File: config.mk
export PLATFORM = sky130hd
export DESIGN_NAME = dramMuxCtrl
export DESIGN_NICKNAME = d
export VERILOG_FILES = /design/src/rtl/dramCtrlPkg.sv /design/src/rtl/dramCtrlSeq.sv /design/src/rtl/dramCtrlPath.sv /design/src/rtl/dramMuxCtrl.sv
export SDC_FILE = /design/constraint.sdc
export NUM_CORES = 1
export LEC_CHECK = 0
export BUFFER_PORTS_ARGS = -buffer_cell sky130_fd_sc_hd__buf_2
export CAP_MARGIN = 30
export CORE_ASPECT_RATIO = 1.2
export CORE_MARGIN = 8
export CORE_UTILIZATION = 50
export CTS_BUF_LIST = sky130_fd_sc_hd__clkbuf_8
export CTS_CLUSTER_DIAMETER = 80
export CTS_CLUSTER_SIZE = 16
export DETAILED_ROUTE_END_ITERATION = 6
export PLACE_DENSITY_LB_ADDON = 0.15
export SLEW_MARGIN = 20
export SYNTH_ARGS = -nofsm -noshare
export SYNTH_HDL_FRONTEND = slang
export SYNTH_SLANG_ARGS = --single-unit
File: constraint.sdc
create_clock -name clk -period 1.7 [get_ports clk]
set_input_delay 0.17 -clock clk [delete_from_list [all_inputs] [get_ports clk]]
set_output_delay 0.17 -clock clk [all_outputs]
set_load 0.02 [all_outputs]
File: src/rtl/dramCtrlPkg.sv
package dramCtrlPkg;

  typedef enum logic [2:0] {
    PH_IDLE,
    PH_ROW_SU,
    PH_RAS,
    PH_COL_SU,
    PH_CAS,
    PH_PRE
  } phase_e;

  // Strobes from the sequencer to the datapath
  typedef struct packed {
    logic takeHost;     // latch host address and write bit
    logic takeRefresh;  // latch refresh row, advance row counter, clear pending
    logic driveAddr;    // address pins carry row or column
    logic selCol;       // 1 = column half, 0 = row half
    logic rasOn;
    logic casOn;
    logic weOn;
    logic capture;      // sample DRAM data output this cycle
  } strobe_t;

endpackage

File: src/rtl/dramCtrlSeq.sv
module dramCtrlSeq #(
  parameter int SETUP_CYC = 1,
  parameter int RCD_CYC   = 3,
  parameter int CAS_CYC   = 3,
  parameter int PRE_CYC   = 3
) (
  input  logic                 clk,
  input  logic                 rstN,
  input  logic                 reqValid,
  input  logic                 reqWrite,
  input  logic                 refPending,
  output logic                 reqReady,
  output dramCtrlPkg::strobe_t st
);
  import dramCtrlPkg::*;

  localparam int REF_RAS = RCD_CYC + CAS_CYC;
  localparam int MAX_A   = (SETUP_CYC > REF_RAS) ? SETUP_CYC : REF_RAS;
  localparam int MAX_B   = (CAS_CYC > PRE_CYC) ? CAS_CYC : PRE_CYC;
  localparam int MAX_C   = (MAX_A > MAX_B) ? MAX_A : MAX_B;
  localparam int CNT_W   = $clog2(MAX_C + 1);

  localparam logic [CNT_W-1:0] LD_SETUP = CNT_W'(SETUP_CYC - 1);
  localparam logic [CNT_W-1:0] LD_RCD   = CNT_W'(RCD_CYC - 1);
  localparam logic [CNT_W-1:0] LD_REF   = CNT_W'(REF_RAS - 1);
  localparam logic [CNT_W-1:0] LD_CAS   = CNT_W'(CAS_CYC - 1);
  localparam logic [CNT_W-1:0] LD_PRE   = CNT_W'(PRE_CYC - 1);

  phase_e          phase, phaseNxt;
  logic [CNT_W-1:0] cnt, cntNxt;
  logic            isRef, isRefNxt;
  logic            isWr, isWrNxt;
  logic            last;

  assign last = (cnt == '0);

  always_comb begin
    phaseNxt = phase;
    cntNxt   = last ? cnt : cnt - 1'b1;
    isRefNxt = isRef;
    isWrNxt  = isWr;
    st       = '0;
    reqReady = (phase == PH_IDLE) && !refPending;
    unique case (phase)
      PH_IDLE: begin
        if (refPending) begin
          st.takeRefresh = 1'b1;
          phaseNxt       = PH_ROW_SU;
          cntNxt         = LD_SETUP;
          isRefNxt       = 1'b1;
          isWrNxt        = 1'b0;
        end else if (reqValid) begin
          st.takeHost = 1'b1;
          phaseNxt    = PH_ROW_SU;
          cntNxt      = LD_SETUP;
          isRefNxt    = 1'b0;
          isWrNxt     = reqWrite;
        end
      end
      PH_ROW_SU: begin
        st.driveAddr = 1'b1;
        if (last) begin
          phaseNxt = PH_RAS;
          cntNxt   = isRef ? LD_REF : LD_RCD;
        end
      end
      PH_RAS: begin
        st.driveAddr = 1'b1;
        st.rasOn     = 1'b1;
        if (last) begin
          phaseNxt = isRef ? PH_PRE : PH_COL_SU;
          cntNxt   = isRef ? LD_PRE : LD_SETUP;
        end
      end
      PH_COL_SU: begin
        st.driveAddr = 1'b1;
        st.selCol    = 1'b1;
        st.rasOn     = 1'b1;
        st.weOn      = isWr;
        if (last) begin
          phaseNxt = PH_CAS;
          cntNxt   = LD_CAS;
        end
      end
      PH_CAS: begin
        st.driveAddr = 1'b1;
        st.selCol    = 1'b1;
        st.rasOn     = 1'b1;
        st.casOn     = 1'b1;
        st.weOn      = isWr;
        if (last) begin
          st.capture = !isWr;
          phaseNxt   = PH_PRE;
          cntNxt     = LD_PRE;
        end
      end
      PH_PRE: begin
        if (last) phaseNxt = PH_IDLE;
      end
      default: phaseNxt = PH_IDLE;
    endcase
  end

  always_ff @(posedge clk or negedge rstN) begin
    if (!rstN) begin
      phase <= PH_IDLE;
      cnt   <= '0;
      isRef <= 1'b0;
      isWr  <= 1'b0;
    end else begin
      phase <= phaseNxt;
      cnt   <= cntNxt;
      isRef <= isRefNxt;
      isWr  <= isWrNxt;
    end
  end

endmodule

File: src/rtl/dramCtrlPath.sv
module dramCtrlPath #(
  parameter int HALF_W      = 8,
  parameter int REF_INT_CYC = 3906
) (
  input  logic                 clk,
  input  logic                 rstN,
  input  dramCtrlPkg::strobe_t st,
  input  logic [2*HALF_W-1:0]  reqAddr,
  input  logic                 reqWdata,
  output logic                 refPending,
  output logic                 rdValid,
  output logic                 rdData,
  output logic [HALF_W-1:0]    memAddr,
  output logic                 memRasN,
  output logic                 memCasN,
  output logic                 memWeN,
  output logic                 memWdata,
  input  logic                 memRdata
);
  localparam int TMR_W = $clog2(REF_INT_CYC + 1);
  localparam logic [TMR_W-1:0] TMR_LD = TMR_W'(REF_INT_CYC - 1);

  logic [HALF_W-1:0] rowQ, colQ, refRow;
  logic              wdataQ;
  logic [TMR_W-1:0]  tmr;
  logic              fire;

  assign fire = (tmr == '0);

  // Address and data latches, refresh row counter
  always_ff @(posedge clk or negedge rstN) begin
    if (!rstN) begin
      rowQ   <= '0;
      colQ   <= '0;
      wdataQ <= 1'b0;
      refRow <= '0;
    end else if (st.takeHost) begin
      rowQ   <= reqAddr[2*HALF_W-1:HALF_W];
      colQ   <= reqAddr[HALF_W-1:0];
      wdataQ <= reqWdata;
    end else if (st.takeRefresh) begin
      rowQ   <= refRow;
      colQ   <= '0;
      refRow <= refRow + 1'b1;
    end
  end

  // Refresh interval timer
  always_ff @(posedge clk or negedge rstN) begin
    if (!rstN) begin
      tmr        <= TMR_LD;
      refPending <= 1'b0;
    end else begin
      tmr <= fire ? TMR_LD : tmr - 1'b1;
      if (fire)                refPending <= 1'b1;
      else if (st.takeRefresh) refPending <= 1'b0;
    end
  end

  // Read capture
  always_ff @(posedge clk or negedge rstN) begin
    if (!rstN) begin
      rdValid <= 1'b0;
      rdData  <= 1'b0;
    end else begin
      rdValid <= st.capture;
      if (st.capture) rdData <= memRdata;
    end
  end

  assign memAddr  = !st.driveAddr ? '0 : (st.selCol ? colQ : rowQ);
  assign memRasN  = !st.rasOn;
  assign memCasN  = !st.casOn;
  assign memWeN   = !st.weOn;
  assign memWdata = wdataQ;

endmodule

File: src/rtl/dramMuxCtrl.sv
module dramMuxCtrl #(
  parameter int HALF_W      = 8,
  parameter int SETUP_CYC   = 1,
  parameter int RCD_CYC     = 3,
  parameter int CAS_CYC     = 3,
  parameter int PRE_CYC     = 3,
  parameter int REF_INT_CYC = 3906
) (
  input  logic                clk,
  input  logic                rstN,
  input  logic                reqValid,
  input  logic                reqWrite,
  input  logic [2*HALF_W-1:0] reqAddr,
  input  logic                reqWdata,
  output logic                reqReady,
  output logic                rdValid,
  output logic                rdData,
  output logic [HALF_W-1:0]   memAddr,
  output logic                memRasN,
  output logic                memCasN,
  output logic                memWeN,
  output logic                memWdata,
  input  logic                memRdata
);
  dramCtrlPkg::strobe_t st;
  logic refPending;

  dramCtrlSeq #(
    .SETUP_CYC(SETUP_CYC), .RCD_CYC(RCD_CYC),
    .CAS_CYC(CAS_CYC), .PRE_CYC(PRE_CYC)
  ) uSeq (
    .clk(clk), .rstN(rstN),
    .reqValid(reqValid), .reqWrite(reqWrite),
    .refPending(refPending),
    .reqReady(reqReady), .st(st)
  );

  dramCtrlPath #(
    .HALF_W(HALF_W), .REF_INT_CYC(REF_INT_CYC)
  ) uPath (
    .clk(clk), .rstN(rstN), .st(st),
    .reqAddr(reqAddr), .reqWdata(reqWdata),
    .refPending(refPending),
    .rdValid(rdValid), .rdData(rdData),
    .memAddr(memAddr), .memRasN(memRasN), .memCasN(memCasN),
    .memWeN(memWeN), .memWdata(memWdata), .memRdata(memRdata)
  );

endmodule

# == After elaboration in Yosys (flattened, before gate mapping) ==
# Index checks and enable logic that the tools add are counted.
# totals
reg_bits,48
in_bits,22
elab_cells,87
# op_classes
addsub,3
eq_ne,11
mux,42
n_bitwise,1
n_reduce_logical,18
# ops
operator,n
2-to-1 mux 8 bit,6
2-to-1 mux 3 bit,15
one-hot mux 3 bit (6 select lines),1
2-to-1 mux 1 bit,16
zero test 12 bit,1
2-to-1 mux 12 bit,1
one-hot mux 3 bit (4 select lines),1
subtractor 12 x 1 -> 12 bit (second input constant),1
!= test 2 x 1 -> 1 bit (second input constant),5
adder 8 x 1 -> 8 bit (second input constant),1
equality test 3 x 2 -> 1 bit (second input constant),2
equality test 3 bit (second input constant),2
zero test 3 bit,2
AND reduction 6 bit,1
nonzero test 2 bit,3
zero test 1 bit,5
2-to-1 mux 2 bit,2
AND reduction 2 bit,2
OR reduction 4 bit,1
equality test 3 x 1 -> 1 bit (second input constant),1
!= test 3 x 2 -> 1 bit (second input constant),1
OR reduction 3 bit,1
subtractor 3 x 1 -> 3 bit (second input constant),1
OR reduction 2 bit,1
other kinds (2),2

# == Longest topological paths before layout ==
# Gate-level depths: netlist of the first run.
# depth
word_depth,5
mapped_depth,7
depth_no_buf,7

# == By module ==
# A second synthesis of the first run with hierarchy kept.
# hier_totals
hier_cells,256
hier_area_um2,2575.0
# modules_own_cells
module,instances,cells_per_inst,area_each_um2,seq_area_each_um2
dramCtrlPath,1,187,1953.1,1008.5
dramCtrlSeq,1,69,621.8,200.2

# == Worst setup path after synthesis of the first run ==
# OpenSTA, ideal clock, no wires.
# synth_path
kind,flip-flop to flip-flop
start,reg uSeq.phase[1]
end,"reg uPath.wdataQ, in the netlist uPath.memWdata"
arrival_ns,1.573
t_required_ns,1.575
setup_slack_ns,0.003
path_stages_with_launch,5
synth_period_minus_slack_ns,1.697
path_cell_list,dfrtp_1 -> buf_2 -> nor4_2 -> nand2_1 -> mux2_2
# synth_between
elab_chain_len,2
# synth_lines
element,line,source
start: declaration,dramCtrlSeq.sv:29,"phase_e phase, phaseNxt;"
start signal: assignment,dramCtrlSeq.sv:111,phase <= phaseNxt;
zero test 3 bit,dramCtrlSeq.sv:44,unique case (phase)
2-to-1 mux 2 bit,dramCtrlSeq.sv:44,
end signal: assignment,dramCtrlPath.sv:40,wdataQ <= reqWdata;
end: declaration,dramCtrlPath.sv:24,logic wdataQ;
# Every way passes these cells.
# A chain may end at the register's enable or synchronous reset.

# == Worst setup path after layout of the first run ==
# layout_path
start,reg uSeq.phase[0]
end,out memAddr[3]
# layout_between
elab_chain_len,5
# layout_lines
element,line,source
equality test 3 x 2 -> 1 bit or equality test 3 bit (tied branches),dramCtrlSeq.sv:44,
OR reduction 2 bit (no line),--,
2-to-1 mux 1 bit,dramCtrlSeq.sv:44,
2-to-1 mux 8 bit,dramCtrlPath.sv:71,assign memAddr = !st.driveAddr ? '0 : (st.selCol ? colQ : rowQ);
2-to-1 mux 8 bit (*),dramCtrlPath.sv:71,
end: declaration,dramMuxCtrl.sv:18,"output logic [HALF_W-1:0] memAddr,"
# Mark *: on every way between the ends. The rest lies on a longest branch, timed or not.

==> flow_metrics.tcl, run 1 <==
set metrics [dict create \
    status "finished, violations left" \
    syn_avg_cell_area_um2 9.27 \
    crit_slowest_cell "dfrtp_2" \
    cts_tree "built" \
    fillers 412 \
    hp-start "reqWdata" \
    crit_family "flip-flops" \
    clk_latency_ps 310 \
    path_depth 5 \
    violations "negative setup slack" \
    fp.dieH_um 97.7 \
    grt_max_degree 30 \
    drtAntennaViolNets 0 \
    drv_cap 0 \
    final.setup_skew_ps 11.8 \
    grt_use_total 0.186 \
    final_util 0.698 \
    fp.dieW_um 84.1 \
    r2r-start "uSeq.phase[0]$_DFFE_PN0P_" \
    max_slew_margin 0.668 \
    h-tree-depth 2 \
    grt_remaining_overflow 0 \
    n_antenna_cell 0 \
    p_leak_nw 1.65 \
    cp-startpoint "uSeq.phase[0]$_DFFE_PN0P_" \
    synth.cell_area_um2 2780 \
    critical_path.max_fanout 6 \
    worstPathCellList "buf_6 > mux2_2 > a22oi_1 > o21ai_2 > buf_4" \
    cpPeakStageDelay_ps 470 \
    drt_pre_antenna_iters 5 \
    drive_gt1_frac 0.387 \
    drcViolationCount 0 \
    rsz0062_at_grt "true" \
    pin_count 37 \
    critPathCaptureType "output pin" \
    holdWs_ps 93.4 \
    hold_depth 2 \
    seq_area_um2 1210 \
    layout_setup_ws_ps -160 \
    numCtsBuffers 5 \
    stdcell_count 439 \
    nets 404 \
    die-area_um2 8220 \
    synth_cells 300 \
    dp.cells 409 \
    ys_ff_latch 48 \
    cp.arrival_ps 1690 \
    cp.buffers_inverters 2 \
    ir_worst_vdd_mv 0.707 \
    multi_input_area_um2 1590 \
    dr_total_vias 2597 \
    path_clk_slew_ps 100 \
    path_class "reg -> out" \
    dp_hpwl_mm 5.16 \
    routed_wl_mm 7.83 \
    clockBufferDepth 2 \
    clkSinkCount 48 \
    synthArstFlopShare 1.00 \
    cts_root_buffer "clkbuf_8" \
    seq_area_frac_synth 0.435 \
    slew_violations 0 \
    setup_violations 27 \
    grt_pass1_vias 2580 \
    max_freq_mhz 538 \
    gp_congestion 0.792 \
    grt_pass1_wl_mm 12.7 \
    core-area_um2 5330 \
    initial_core_util 0.521 \
    synth.distinct_cells 47 \
    fin_crit_ps 1860 \
    post_drt_wl_per_cell_um 17.8 \
    place.port_buffers 36 \
    min_path_type "in -> reg" \
    synth_edf_count 0 \
    area_growth_syn_to_layout_pct 33.8 \
    avgViaCountPerCell 5.92 \
    power.density_nw_per_um2 1570 \
    fin_crit_sh 1.09 \
    crit_path_start_kind "register" \
    drt_iter0_drc 157 \
    yosysWarningCount 0 \
    crit_required_ps 1530 \
    antenna_found_initial 0 \
    rows 29 \
    synth_fp_nets 328 \
    worst_slew_pin_slew_ps 498 \
    hold_viol_final 0 \
    ys.flop_type "dfrtp_1" \
    r2r_cells 5 \
]
-- routing by layer --
layer / track usage / vias up / wire length, um
li1: - / 1245 / -
met1: 0.219 / 1268 / 3230
met2: 0.322 / 75 / 4130
met3: 0.0369 / 9 / 368
met4: 0.0719 / 0 / 103
met5: 0 / - / 0
-- cell families after synthesis --
| group | count (synthesis) | synth area share |
|---|---|---|
| XOR/XNOR | 9 | 0.0283 |
| multiplexers | 12 | 0.0477 |
| buffers and inverters | 30 | 0.0454 |
| AO/OA/AOI/OAI | 89 | 0.198 |
| AND/OR/NAND/NOR | 106 | 0.219 |
| flip-flops | 48 | 0.435 |
| adder cells (fa/ha/maj) | 6 | 0.0270 |
-- worst reg2reg max path, cell delays in order, from the launching register on --
cell     delay, ps
dfrtp_2        480
buf_4          160
buf_4          120
or4b_4         550
nor3_2         240
xor2_1         170
-- what timing repair did --
| action | CTS | global route |
|---|---|---|
| gates resized for setup | 30 | 50 |
| hold buffers | 1 | 0 |
| pin swaps | 2 | 12 |
| setup buffers | 9 | 10 |
| gates cloned | 1 | 1 |
| endpoints found under the setup margin | 12 | 42 |
| hold endpoints to repair | 17 | 0 |
-- layout make-up --
cell class	count	area share
multi-input cells	222	0.426
clock buffers	7	0.0259
repair buffers	88	0.183
well taps	62	0.0208
clock inverters	1	0.00807
flip-flops and latches	48	0.325
inverters	11	0.0111
-- cell usage in the layout (no fill, tap or decap), types with 11 or more instances in the layout --
cell     synthesis  routed
buf_4            1      47
a31oi_1         17      17
o21ai_1          0      18
dfrtp_1         42      40
a22oi_2          0      11
nand2_1         29      25
nor2b_1         21      20
buf_2            8      25
o21ai_0         35      13
buf_6            0      13
nor2_1          13      12
-- power by group --
group | internal, mW | leakage (nW) | total (mW) | switching [mW]
sequential | 1.40 | 0.558 | 1.75 | 0.348
clock | 0.520 | 0.0645 | 0.923 | 0.403
combinational | 1.66 | 1.03 | 3.17 | 1.51
total | 3.58 | 1.65 | 5.84 | 2.26
-- flip-flops by register name, summed over array words and instances (netlist names) --
register / count
uPath.refRow: 8
uPath.tmr: 12
uPath.rowQ: 8
uPath.rdValid: 1
uPath.colQ: 8
uPath.memWdata: 1
uSeq.isWr: 1
uSeq.phase: 3
uSeq.cnt: 3
uPath.refPending: 1
uPath.rdData: 1
uSeq.isRef: 1
-- worst paths after layout --
path | to | slack (ps)
max reg2reg | uPath.refRow[6]$_DFFE_PN0P_ | -90
max | memAddr[3] | -160
min | uPath.memWdata$_DFFE_PN0P_ | 90
max in group asynchronous | uPath.tmr[9]$_DFF_PN1_ | 680
min reg2reg | uPath.tmr[0]$_DFF_PN1_ | 480
min in group asynchronous | uSeq.phase[2]$_DFFE_PN0P_ | 350
-- cells in the mapped netlist, types with 6 or more instances --
cell | n | share of area
a21oi_1 | 8 | 0.014
a22oi_1 | 17 | 0.046
a31oi_1 | 17 | 0.038
buf_2 | 8 | 0.014
clkbuf_1 | 10 | 0.013
dfrtp_1 | 42 | 0.38
dfstp_2 | 6 | 0.057
ha_1 | 6 | 0.027
inv_1 | 11 | 0.015
mux2_2 | 10 | 0.040
nand2_1 | 29 | 0.039
nor2_1 | 13 | 0.018
nor2b_1 | 21 | 0.047
nor3_1 | 6 | 0.011
o21ai_0 | 35 | 0.063
or3_1 | 6 | 0.013
xnor2_1 | 7 | 0.022
-- stage by stage --
step	instance area (um^2)	setup WS, ps	setup TNS [ps]	power (mW)
6_report	3720	-160	-1460	5.84
2_1_floorplan	2780	2.63	0	3.24
3_3_place_gp	3190	61.1	0	4.04
5_1_grt	3720	-221	-2770	6.18
3_5_place_dp	3190	38.2	0	4.10
4_1_cts	3460	-119	-1020	5.32
Note: power is estimated with default switching activity, not from simulation.
==> inputs of run 2 (changes only) <==
--- a/config.mk
+++ b/config.mk
@@ -5,7 +5,7 @@
 export SDC_FILE = /design/constraint.sdc
 export NUM_CORES = 1
 export LEC_CHECK = 0
-export BUFFER_PORTS_ARGS = -buffer_cell sky130_fd_sc_hd__buf_2
+export BUFFER_PORTS_ARGS = -buffer_cell sky130_fd_sc_hd__buf_4
 export CAP_MARGIN = 30
 export CORE_ASPECT_RATIO = 1.2
 export CORE_MARGIN = 8
==> run 2 against run 1 <==
The run still ends with negative setup slack left. Worst hold slack gained 6.2 ps. Wire length shrank 4.9%. Worst setup slack gained 75 ps. Via count shrank 2.2%. Utilization shrank 1.9 points. Largest cell class unchanged.
==> flow_metrics.tcl, run 2 (synthesis results as in run 1) <==
set metrics [dict create \
    regMostFlops "uPath.tmr" \
    die-area_um2 8220 \
    critPathCaptureType "output pin" \
    power.clock.fraction 0.144 \
    drive_gt1_frac 0.343 \
    cts_tree "built" \
    power.share.switching 0.391 \
    fp.dieH_um 97.7 \
    max_freq_mhz 560 \
    pwr-share-comb 0.546 \
    worstPathCellList "buf_8 > mux2_2 > a22oi_2 > o21ai_2 > buf_6" \
    antenna_found_initial 0 \
    grt_pass1_wl_mm 12.5 \
    hold_viol_final 0 \
    layout_setup_ws_ps -84.9 \
    area_growth_syn_to_layout_pct 30.2 \
    final.setup_skew_ps 6.27 \
    power.density_nw_per_um2 1550 \
    r2r_cells 6 \
    path_class "reg -> out" \
    cp-startpoint "uSeq.phase[0]$_DFFE_PN0P_" \
    worst_slew_pin_slew_ps 622 \
    nets 386 \
    grt_remaining_overflow 0 \
    place.port_buffers 36 \
    p_leak_nw 1.60 \
    slew_violations 0 \
    h-tree-depth 2 \
    hp-start "reqWdata" \
    internal_power_mw 3.42 \
    fin_crit_ps 1780 \
    n_antenna_cell 0 \
    drv_cap 0 \
    p_sw_mw 2.20 \
    fin_tns_setup_ps -776 \
    fin_crit_sh 1.05 \
    drt_iter0_drc 146 \
    seqPwrFrac 0.310 \
    cts_root_buffer "clkbuf_8" \
    rows 29 \
    setup_violations 18 \
    numCtsBuffers 5 \
    cpPeakStageDelay_ps 440 \
    gp_congestion 0.781 \
    pin_count 37 \
    clk_latency_ps 300 \
    drt_pre_antenna_iters 4 \
    fp.dieW_um 84.1 \
    post_drt_wl_per_cell_um 17.7 \
    cp.arrival_ps 1610 \
    critical_path.max_fanout 6 \
    clkSinkCount 48 \
    crit_required_ps 1530 \
    grt_pass1_vias 2605 \
    dp_hpwl_mm 5.02 \
    layout_common_cells "buf_4 (52), dfrtp_1 (40), o21ai_0 (26)" \
    holdWs_ps 99.6 \
    hold_depth 2 \
    final_common_cell "buf_4" \
    core-area_um2 5330 \
    min_path_type "in -> reg" \
    path_clk_slew_ps 90 \
    dr_total_vias 2539 \
    crit_slowest_cell "dfrtp_2" \
    status "finished, violations left" \
    drtAntennaViolNets 0 \
    clockBufferDepth 2 \
    routed_wl_mm 7.44 \
    grt_max_degree 49 \
    drcViolationCount 0 \
    ir_worst_vdd_mv 0.665 \
    max_slew_margin 0.586 \
    violations "negative setup slack" \
    grt_use_total 0.183 \
    rsz0062_at_grt "true" \
    crit_path_start_kind "register" \
    largest_reg_flops 12 \
    avgViaCountPerCell 6.03 \
    initial_core_util 0.521 \
    r2r-start "uSeq.phase[0]$_DFFE_PN0P_" \
]
-- run 2: cell types whose count changed in the layout (fill, tap and decap cells not counted), moves of 2 or more --
cell	previous run	this run
clkbuf_8	7	5
a22oi_1	6	12
buf_4	47	52
a22oi_2	11	5
o21ai_1	18	4
buf_2	25	0
inv_1	10	12
o21ai_0	13	26
-- run 2: worst max-delay path: cells and delay by family (launching register included) --
family / cells / cell delay [ps]
AOI/OAI and AO/OA: 2 / 260
buffers and inverters: 2 / 280
DFF: 1 / 440
muxes: 1 / 340
-- run 2: repair_timing --
action | CTS | global route
pin swaps | 6 | 7
gates resized for setup | 32 | 24
gates cloned | 2 | 0
setup buffers | 6 | 3
hold endpoints to repair | 42 | 0
endpoints found under the setup margin | 11 | 38
hold buffers | 1 | 0
-- run 2: area by class of cell --
| cell class | instances | area (um^2) |
|---|---|---|
| fillers | 411 | 1710 |
| multi-input cells | 222 | 1560 |
| flip-flops and latches | 48 | 1210 |
| repair buffers | 70 | 627 |
| well taps | 62 | 77.6 |
| clock buffers | 5 | 68.8 |
| inverters | 11 | 41.3 |
| clock inverters | 3 | 37.5 |
-- run 2: power groups by stage --
| stage | Combinational [mW] | Clock (mW) | Sequential, mW |
|---|---|---|---|
| after floorplan | 1.61 | 0 | 1.63 |
| after global placement | 2.52 | 0 | 1.69 |
| after detailed placement | 2.55 | 0 | 1.70 |
| after CTS | 2.91 | 0.837 | 1.72 |
| after global routing | 3.31 | 0.884 | 1.78 |
| final | 3.07 | 0.811 | 1.74 |
-- run 2: per-stage QoR --
| step | power (mW) | area, um^2 | instances | setup slack (ps) | util |
|---|---|---|---|---|---|
| floorplan | 3.24 | 2780 | 300 | 2.63 | - |
| global placement | 4.21 | 3230 | 401 | 110 | 0.606 |
| detailed placement | 4.25 | 3230 | 401 | 48.4 | 0.606 |
| CTS | 5.47 | 3520 | 418 | -137 | 0.660 |
| global route | 5.97 | 3620 | 421 | -160 | 0.679 |
| finish | 5.62 | 3620 | 421 | -84.9 | 0.679 |
-- run 2: routing by layer --
metal,vias up,wire (um),GRT usage
li1,1213,-,-
met1,1253,3070,0.218
met2,64,3910,0.319
met3,9,329,0.0361
met4,0,131,0.0573
met5,-,0,0
-- run 2: final timing paths --
check / to / slack, ps
max: memAddr[6] / -80
max reg2reg: uPath.rowQ[5]$_DFFE_PN0P_ / -30
min: uPath.memWdata$_DFFE_PN0P_ / 100
max in group asynchronous: uSeq.phase[1]$_DFFE_PN0P_ / 820
min reg2reg: uPath.tmr[0]$_DFF_PN1_ / 480
min in group asynchronous: uPath.colQ[5]$_DFFE_PN0P_ / 420
==> inputs of run 3 (changes only) <==
==> constraint.sdc (replaced) <==
create_clock -name clk -period 1.69 [get_ports clk]
set_input_delay 0.169 -clock clk [delete_from_list [all_inputs] [get_ports clk]]
set_output_delay 0.169 -clock clk [all_outputs]
set_load 0.02 [all_outputs]
==> run 3 against run 2 <==
The flow still finishes with violations (negative setup slack). Sequential cell count is the same. Die area did not move. Combinational power is 9.8% lower.
==> flow_metrics.tcl, run 3 (synthesis results as in run 1) <==
set metrics [dict create \
    critPathCaptureType "output pin" \
    p_leak_nw 1.52 \
    grt_use_total 0.172 \
    use_met3 0.0394 \
    path_clk_slew_ps 90 \
    rsz0062_at_grt "true" \
    place.port_buffers 36 \
    rows 29 \
    layout_common_cells "buf_4 (63), dfrtp_1 (40), nand2_1 (29)" \
    post_drt_wl_per_cell_um 16.8 \
    met2_usage 0.289 \
    violations "negative setup slack" \
    critical_path.max_fanout 13 \
    crit_family "flip-flops" \
    cts_root_buffer "clkbuf_8" \
    clockBufferDepth 2 \
    crit_slowest_cell "dfrtp_1" \
    clkSinkCount 48 \
    seq_area_um2 1210 \
    drt_iter0_drc 101 \
    fillers 446 \
    largest_reg_flops 12 \
    fp.dieH_um 97.7 \
    layout_setup_ws_ps -89.4 \
    fp.dieW_um 84.1 \
    ir_worst_vdd_mv 0.637 \
    drcViolationCount 0 \
    fin_crit_ps 1780 \
    gp_congestion 0.848 \
    initial_core_util 0.521 \
    max_slew_margin 0.588 \
    final_common_cell "buf_4" \
    worstPathCellList "buf_12 > mux2_4 > a22oi_2 > o21ai_1 > buf_4" \
    dp_hpwl_mm 4.89 \
    grt-busiest-layer "met2" \
    cpPeakStageDelay_ps 430 \
    grt_pass1_wl_mm 11.9 \
    n_antenna_cell 0 \
    final_util 0.655 \
    clk_latency_ps 300 \
    hold_viol_final 0 \
    power.density_nw_per_um2 1520 \
    cts_tree "built" \
    crit_path_start_kind "register" \
    drt_pre_antenna_iters 4 \
    max_freq_mhz 562 \
    drv_cap 0 \
    fin_crit_sh 1.05 \
    antenna_found_initial 0 \
    numCtsBuffers 5 \
    path_class "reg -> out" \
    slew_violations 0 \
    final.setup_skew_ps 4.40 \
    grt_pass1_vias 2523 \
    use_met1 0.206 \
    cp.buffers_inverters 2 \
    multi_input_area_um2 1510 \
    crit_required_ps 1520 \
    die-area_um2 8220 \
    drive_gt1_frac 0.317 \
    drtAntennaViolNets 0 \
    area_growth_syn_to_layout_pct 25.7 \
    regMostFlops "uPath.tmr" \
    min_path_type "in -> reg" \
    total_power_mw 5.30 \
    h-tree-depth 2 \
    setup_violations 8 \
    worst_slew_pin_slew_ps 618 \
    dr_total_vias 2507 \
    pin_count 37 \
    status "finished, violations left" \
    routed_wl_mm 7.03 \
    core-area_um2 5330 \
    holdWs_ps 95.9 \
    grt_remaining_overflow 0 \
    nets 384 \
    cp.arrival_ps 1610 \
    avgViaCountPerCell 5.98 \
    grt_max_degree 49 \
]
==> run 3: cell count changes in the layout (fill, tap and decap cells not counted), sizes merged <==
| cell | change |
|---|---|
| buf | -1 |
| clkbuf | -1 |
| clkinv | +1 |
| inv | -1 |
==> run 3: per-layer routing <==
layer / routed length, um / vias to the layer above
met1: 3080 / 1233
li1: - / 1204
met5: 0 / -
met2: 3520 / 62
met4: 102 / 0
met3: 333 / 8
==> run 3: where the power goes <==
part	internal, mW	switching, mW	total, mW
sequential	1.41	0.288	1.70
combinational	1.38	1.39	2.77
clock	0.434	0.392	0.825
==> run 3: timing repair <==
item / CTS / global route
hold buffers: 1 / 0
setup endpoints to repair: 12 / 25
buffers inserted: 5 / 1
resized for setup: 18 / 10
endpoints found under the hold margin: 42 / 0
pin swaps: 1 / 1
==> run 3: final timing paths <==
check | from | end | slack, ps | depth (start not counted)
hold reg to reg | uPath.tmr[0]$_DFF_PN1_ | uPath.tmr[0]$_DFF_PN1_ | 480 | 1
min in group asynchronous | rstN | uPath.colQ[6]$_DFFE_PN0P_ | 420 | 2
hold / removal | reqWdata | uPath.memWdata$_DFFE_PN0P_ | 100 | 2
setup / recovery | uSeq.phase[0]$_DFFE_PN0P_ | memAddr[6] | -90 | 5
setup reg to reg | uSeq.phase[1]$_DFFE_PN0P_ | uPath.rowQ[1]$_DFFE_PN0P_ | 50 | 5
max in group asynchronous | rstN | uSeq.phase[2]$_DFFE_PN0P_ | 840 | 2
==> run 3: worst reg2reg max path, delay by kind of cell, from the launching register on <==
kind / cells / cell delay [ps]
DFF: 1 / 470
and+or+nand+nor: 1 / 430
buffers and inverters: 2 / 350
AOI/OAI and AO/OA: 2 / 290
==> run 3: stage by stage <==
step                worst slack, ps  setup TNS (ps)  instances  cell area (um^2)
finish                        -89.4            -596        419              3500
CTS                            -116            -730        418              3460
detailed placement             19.8               0        404              3270
global placement               97.4               0        404              3270
global route                   -165           -1450        419              3500
floorplan                      10.6               0        300              2790
==> run 3: final cells by class <==
cell class                      count  share of cell area
Clock buffer                        5              0.0197
Clock inverter                      3              0.0111
Inverter                           11              0.0118
Multi-Input combinational cell    222               0.433
Sequential cell                    48               0.346
Tap cell                           62              0.0222
Timing Repair Buffer               68               0.156
